File: src/rtl/bounce_cue_pkg.sv
package bounce_cue_pkg;
  typedef enum logic {CH_RIGHT = 1'b0, CH_LEFT = 1'b1} chan_e;
  localparam int NUM_CH = 2;

  typedef struct packed {
    logic row;
    logic col;
  } kind_t;

  function automatic int cnt_width(input int len);
    return (len > 1) ? $clog2(len) : 1;
  endfunction
endpackage

File: src/rtl/cue_timer.sv
module cue_timer #(
  parameter int LEN    = 16,
  parameter int SPLIT  = LEN / 2,
  parameter bit RETRIG = 1'b0
) (
  input  logic clk,
  input  logic rst,
  input  logic start_i,
  output logic on_o,
  output logic late_o
);
  localparam int CW = bounce_cue_pkg::cnt_width(LEN);
  localparam logic [CW-1:0] LAST = CW'(LEN - 1);
  localparam logic [CW-1:0] MID  = CW'(SPLIT);

  logic          run_q;
  logic [CW-1:0] cnt_q;
  logic          load;

  generate
    if (RETRIG) begin : g_retrig
      assign load = start_i;
    end else begin : g_oneshot
      assign load = start_i && !run_q;
    end
  endgenerate

  always_ff @(posedge clk) begin
    if (rst) begin
      run_q <= 1'b0;
      cnt_q <= '0;
    end else if (load) begin
      run_q <= 1'b1;
      cnt_q <= '0;
    end else if (run_q) begin
      if (cnt_q == LAST) begin
        run_q <= 1'b0;
        cnt_q <= '0;
      end else begin
        cnt_q <= cnt_q + 1'b1;
      end
    end
  end

  assign on_o   = run_q;
  assign late_o = run_q && (cnt_q >= MID);
endmodule

File: src/rtl/bounce_capture.sv
module bounce_capture (
  input  logic                 clk,
  input  logic                 rst,
  input  logic                 col_i,
  input  logic                 row_i,
  input  logic                 busy_i,
  output logic                 start_o,
  output bounce_cue_pkg::kind_t kind_o
);
  bounce_cue_pkg::kind_t kind_q;

  assign start_o = (col_i || row_i) && !busy_i;

  always_ff @(posedge clk) begin
    if (rst) begin
      kind_q <= '0;
    end else if (start_o) begin
      kind_q.col <= col_i;
      kind_q.row <= row_i;
    end
  end

  assign kind_o = kind_q;
endmodule

File: src/rtl/channel_router.sv
module channel_router #(
  parameter int SAMPLE_W = 8
) (
  input  logic                clk,
  input  logic                rst,
  input  logic                on_i,
  input  logic                late_i,
  input  logic [SAMPLE_W-1:0] sample_i,
  output logic [SAMPLE_W-1:0] left_o,
  output logic [SAMPLE_W-1:0] right_o
);
  import bounce_cue_pkg::*;
  localparam logic [SAMPLE_W-1:0] SILENCE = SAMPLE_W'(1) << (SAMPLE_W - 1);

  logic [NUM_CH-1:0][SAMPLE_W-1:0] chan_q;

  generate
    for (genvar ch = 0; ch < NUM_CH; ch++) begin : g_ch
      logic sel;
      assign sel = on_i && (late_i == (ch == int'(CH_LEFT)));
      always_ff @(posedge clk) begin
        if (rst) chan_q[ch] <= SILENCE;
        else     chan_q[ch] <= sel ? sample_i : SILENCE;
      end
    end
  endgenerate

  assign left_o  = chan_q[CH_LEFT];
  assign right_o = chan_q[CH_RIGHT];
endmodule

File: src/rtl/bounce_cue_top.sv
module bounce_cue_top #(
  parameter int SAMPLE_W   = 8,
  parameter int CUE_CYCLES = 28_000_000,
  parameter int HIT_CYCLES = CUE_CYCLES / 2
) (
  input  logic                clk,
  input  logic                rst,
  input  logic                bounce_col_i,
  input  logic                bounce_row_i,
  input  logic                hit_i,
  input  logic [SAMPLE_W-1:0] sample_i,
  output logic [SAMPLE_W-1:0] left_o,
  output logic [SAMPLE_W-1:0] right_o,
  output logic [1:0]          bounce_kind_o,
  output logic                sound_active_o,
  output logic                timeout_o
);
  localparam int HALF = CUE_CYCLES / 2;

  logic                  cue_start;
  logic                  cue_on;
  logic                  cue_late;
  logic                  hit_on;
  logic                  hit_late;
  bounce_cue_pkg::kind_t kind;

  bounce_capture u_cap (
    .clk    (clk),
    .rst    (rst),
    .col_i  (bounce_col_i),
    .row_i  (bounce_row_i),
    .busy_i (cue_on),
    .start_o(cue_start),
    .kind_o (kind)
  );

  cue_timer #(.LEN(CUE_CYCLES), .SPLIT(HALF), .RETRIG(1'b0)) u_cue (
    .clk    (clk),
    .rst    (rst),
    .start_i(cue_start),
    .on_o   (cue_on),
    .late_o (cue_late)
  );

  cue_timer #(.LEN(HIT_CYCLES), .SPLIT(0), .RETRIG(1'b1)) u_hit (
    .clk    (clk),
    .rst    (rst),
    .start_i(hit_i),
    .on_o   (hit_on),
    .late_o (hit_late)
  );

  channel_router #(.SAMPLE_W(SAMPLE_W)) u_route (
    .clk     (clk),
    .rst     (rst),
    .on_i    (cue_on),
    .late_i  (cue_late),
    .sample_i(sample_i),
    .left_o  (left_o),
    .right_o (right_o)
  );

  assign bounce_kind_o  = kind;
  assign sound_active_o = cue_on;
  assign timeout_o      = hit_on || hit_late;
endmodule

File: config.mk
export PLATFORM = sky130hd
export DESIGN_NAME = bounce_cue_top
export DESIGN_NICKNAME = d
export VERILOG_FILES = /design/src/rtl/bounce_cue_pkg.sv /design/src/rtl/cue_timer.sv /design/src/rtl/bounce_capture.sv /design/src/rtl/channel_router.sv /design/src/rtl/bounce_cue_top.sv
export SDC_FILE = /design/constraint.sdc
export NUM_CORES = 1
export LEC_CHECK = 0
export ABC_CLOCK_PERIOD_IN_PS = 3800
export BUFFER_PORTS_ARGS = -buffer_cell sky130_fd_sc_hd__buf_2
export CORE_MARGIN = 5
export CORE_UTILIZATION = 62
export DETAILED_ROUTE_END_ITERATION = 10
export PLACE_DENSITY = 0.84
export SYNTH_ARGS = -nofsm -noshare
export SYNTH_HDL_FRONTEND = slang
export SYNTH_SLANG_ARGS = --single-unit
File: constraint.sdc
create_clock -name clk -period 3.8 [get_ports clk]
set_input_delay 0.38 -clock clk [delete_from_list [all_inputs] [get_ports clk]]
set_output_delay 0.38 -clock clk [all_outputs]
set_load 0.02 [all_outputs]
==> run_results.csv <==
group,metric,value,unit
timing,setup_tns_after_final_layout,0,ns
routing,detailedRoute.firstIterationViolations,134,
timing,grt_setup_unrepaired,"no",
timing,maxSlewViolCount,0,
grt,grt_pass1_vias,2526,
pwr,ratio_of_total_power_to_cell_area,411.8,nW/um2
die,die_area,6382,um2
routing,final_antenna_net_count,0,
cells_and_area,layout.area.seq,1381,um2
synthesis,synth_simple_gate_area_share,0.3079,
timing,setup_violation_total_in_the_final_timing_report,0,
synthesis,synth-main-ff-cell,"sky130_fd_sc_hd__dfxtp_1",
die,start_util,0.6411,
synthesis,ys.warnings.count,0,
die,die_x,79.89,um
worst_setup_path,crit_fanout,13,
worst_setup_path,cp_data_arrival_time,2.62,ns
synthesis,synth_enable_flop_cells,0,
worst_setup_path,cp_data_required_time,4.02,ns
timing,worst_slew_pin_slew,0.9601,ns
synthesis,synth_largest_type_area_fraction,0.4562,
timing,timing_hold_violations_final,0,
synthesis,synth-seq-area-share,0.4562,
synthesis,postSynthAreaPerCell,8.627,um2
synthesis,post-synth-top-area-cell,"sky130_fd_sc_hd__dfxtp_1",
grt,track_usage,0.2222,
synthesis,synth_fa_ha_area_frac,0.01240,
synthesis,synth.ff_latch_count,69,
synthesis,synth_compound_gate_area_share,0.1298,
cells_and_area,syn_to_layout_area_delta,13.64,%
cells_and_area,insertedDiodeCount,0,
clocking,tritoncts_buffers,9,
worst_setup_path,critical_path.endpoint_type,"flop",
clocking,ctsHtreeMaxLevel,3,
min_path,hp-class,"primary input to flop",
clocking,ctsResizeCount,0,
routing,vias_per_cell,5.905,
cells_and_area,layout.nets,399,
place,dp_hpwl,4474,um
synthesis,netlist_instances,351,
cells_and_area,layout-drive-gt1-share,0.1584,
worst_setup_path,startpoint_type,"flop",
synthesis,post_synth_xor_area_fraction,0.06653,
clocking,cts_root_buffer,"sky130_fd_sc_hd__clkbuf_8",
clocking,postCtsHoldBufs,0,
timing,fin_skew,0.009641,ns
grt,pin_count_of_the_biggest_net_entering_global_routing,19,
timing,timing.final.crit_share,0.6336,
pwr,power.ir.vdd_worst,0.0002786,V
die,design.portCount,33,
synthesis,synth_cell_type_count,45,
synthesis,yosys.cell_count.top_type,"sky130_fd_sc_hd__dfxtp_1",
synthesis,synth_common_cells,"sky130_fd_sc_hd__dfxtp_1 (69), sky130_fd_sc_hd__nor2_1 (45), sky130_fd_sc_hd__nand2_1 (28), sky130_fd_sc_hd__a21oi_1 (26), sky130_fd_sc_hd__nand4_1 (21)",
job,max_cap_violations,0,
grt,antenna_found_initial,0,
cells_and_area,multiInputGateArea,1569,um2
run_status,outcome,"complete, no violations",
synthesis,syn_area,3028,um2
synthesis,synthTopCellsByArea,"sky130_fd_sc_hd__dfxtp_1 (46%), sky130_fd_sc_hd__nor2_1 (5.6%), sky130_fd_sc_hd__nand4_1 (4.3%), sky130_fd_sc_hd__a21oi_1 (4.3%), sky130_fd_sc_hd__xor2_1 (3.8%)",
clocking,maximum_clock_path_buffer_count,2,
timing,worst_hold_slack,0.2486,ns
grt,grt.overflow.total,0,
routing,first_pass_iters,5,
routing,post_drt_wl_per_cell,14.54,um
synthesis,synthesis.nets,367,
die,floorplan.rows,25,
synthesis,dominant_combinational_cell_family_by_area_after_synthesis,"simple AND/OR/NAND/NOR gates",
clocking,worst_skew_pair.late_latency,0.34,ns
place,finalWeightedCongestion,0.8551,
cells_and_area,fill_cells,358,
timing,slew_hr,0.3544,
worst_setup_path,setup.worst_path.class,"flop to flop",
grt,grt_pass1_wl,11090,um
die,die_height,79.89,um
routing,routed_wirelength,6570,um
synthesis,synth.area.mux_share,0,
die,core-area,4723,um2
clocking,number_of_clock_sinks,69,
routing,num_vias,2669,
routing,drt_drc_violations_left,0,
timing,min_period,2.408,ns
clocking,cts_setup_buffers,0,
synthesis,synth-async-reset-ratio,0,
timing,clock.fmax,0.4153,GHz
clocking,cts.reportedPaths.clkPinSlew,0.06,ns
place,port_buffers,32,
clocking,tritoncts,"built",
pwr,p_leak,0.001188,uW
## kinds of logic after synthesis
kind of cell    Yosys count
simple gates            170
flops                    69
compound gates           65
xor+xnor                 23
buf+inv                  21
fa+ha+maj                 3
## flip-flops by register name (all words and copies together), names as in the netlist
register         cells
u_cap.kind_o         2
u_hit.cnt_q         24
u_route.right_o      8
u_cue.cnt_q         25
u_hit.on_o           1
u_cue.on_o           1
u_route.left_o       8
## where the power goes
part           internal, uW  leakage (uW)  switching (uW)
logic                  19.8      0.000529            33.8
registers               731      0.000558            7.54
clock network           377      0.000101             248
total                  1130       0.00119             289
## through the flow
step / instances / area [um2] / worst slack, ns / util / power (uW)
floorplan: 351 / 3028 / 1.764 / - / 786.9
global route: 452 / 3441 / 1.170 / 0.7285 / 1470
finish: 452 / 3441 / 1.392 / 0.7285 / 1417
detailed placement: 439 / 3239 / 1.454 / 0.6858 / 808.3
global placement: 439 / 3239 / 1.539 / 0.6858 / 807.0
CTS: 452 / 3441 / 1.417 / 0.7285 / 1430
## final timing paths
check                  startpoint           endpoint  slack, ns  cells past startpoint
setup / recovery   u_cue.cnt_q[1]    u_cue.cnt_q[19]       1.39                      6
hold / removal        sample_i[7]  u_route.left_o[7]       0.25                      3
setup reg to reg   u_cue.cnt_q[1]    u_cue.cnt_q[19]       1.39                      6
hold reg to reg   u_hit.cnt_q[23]    u_hit.cnt_q[23]       0.49                      2
## worst max-delay path, cell delays in order (launching register included)
cell	delay (ns)
sky130_fd_sc_hd__dfxtp_1	0.39
sky130_fd_sc_hd__ha_1	0.27
sky130_fd_sc_hd__nor3b_1	0.23
sky130_fd_sc_hd__nand4_1	0.21
sky130_fd_sc_hd__o31ai_2	0.80
sky130_fd_sc_hd__buf_4	0.33
sky130_fd_sc_hd__a21oi_1	0.06
## metal layers
layer | global-route usage | part of all wire | up-vias
met5 | 0 | 0 | -
met4 | 0.1470 | 0.025 | 0
met3 | 0.04402 | 0.029 | 18
met2 | 0.3982 | 0.54 | 44
met1 | 0.2322 | 0.41 | 1277
li1 | - | - | 1330
## layout make-up
class,instances,share of cell area
Tap cell,67,0.02436
Multi-Input combinational cell,261,0.4560
Sequential cell,69,0.4015
Clock inverter,2,0.01745
Inverter,8,0.008727
Timing Repair Buffer,34,0.05091
Clock buffer,11,0.04109
## layout by cell type (no fill, tap or decap), drive strengths merged, types with 13 or more instances in the layout
cell and n:
xor2 13, or3 17, o21ai 18, a21oi 27, buf 34, nor2 45, nand3 14, nand4 23
dfxtp 69, nand2 28
Note: power is estimated with default switching activity, not from simulation.
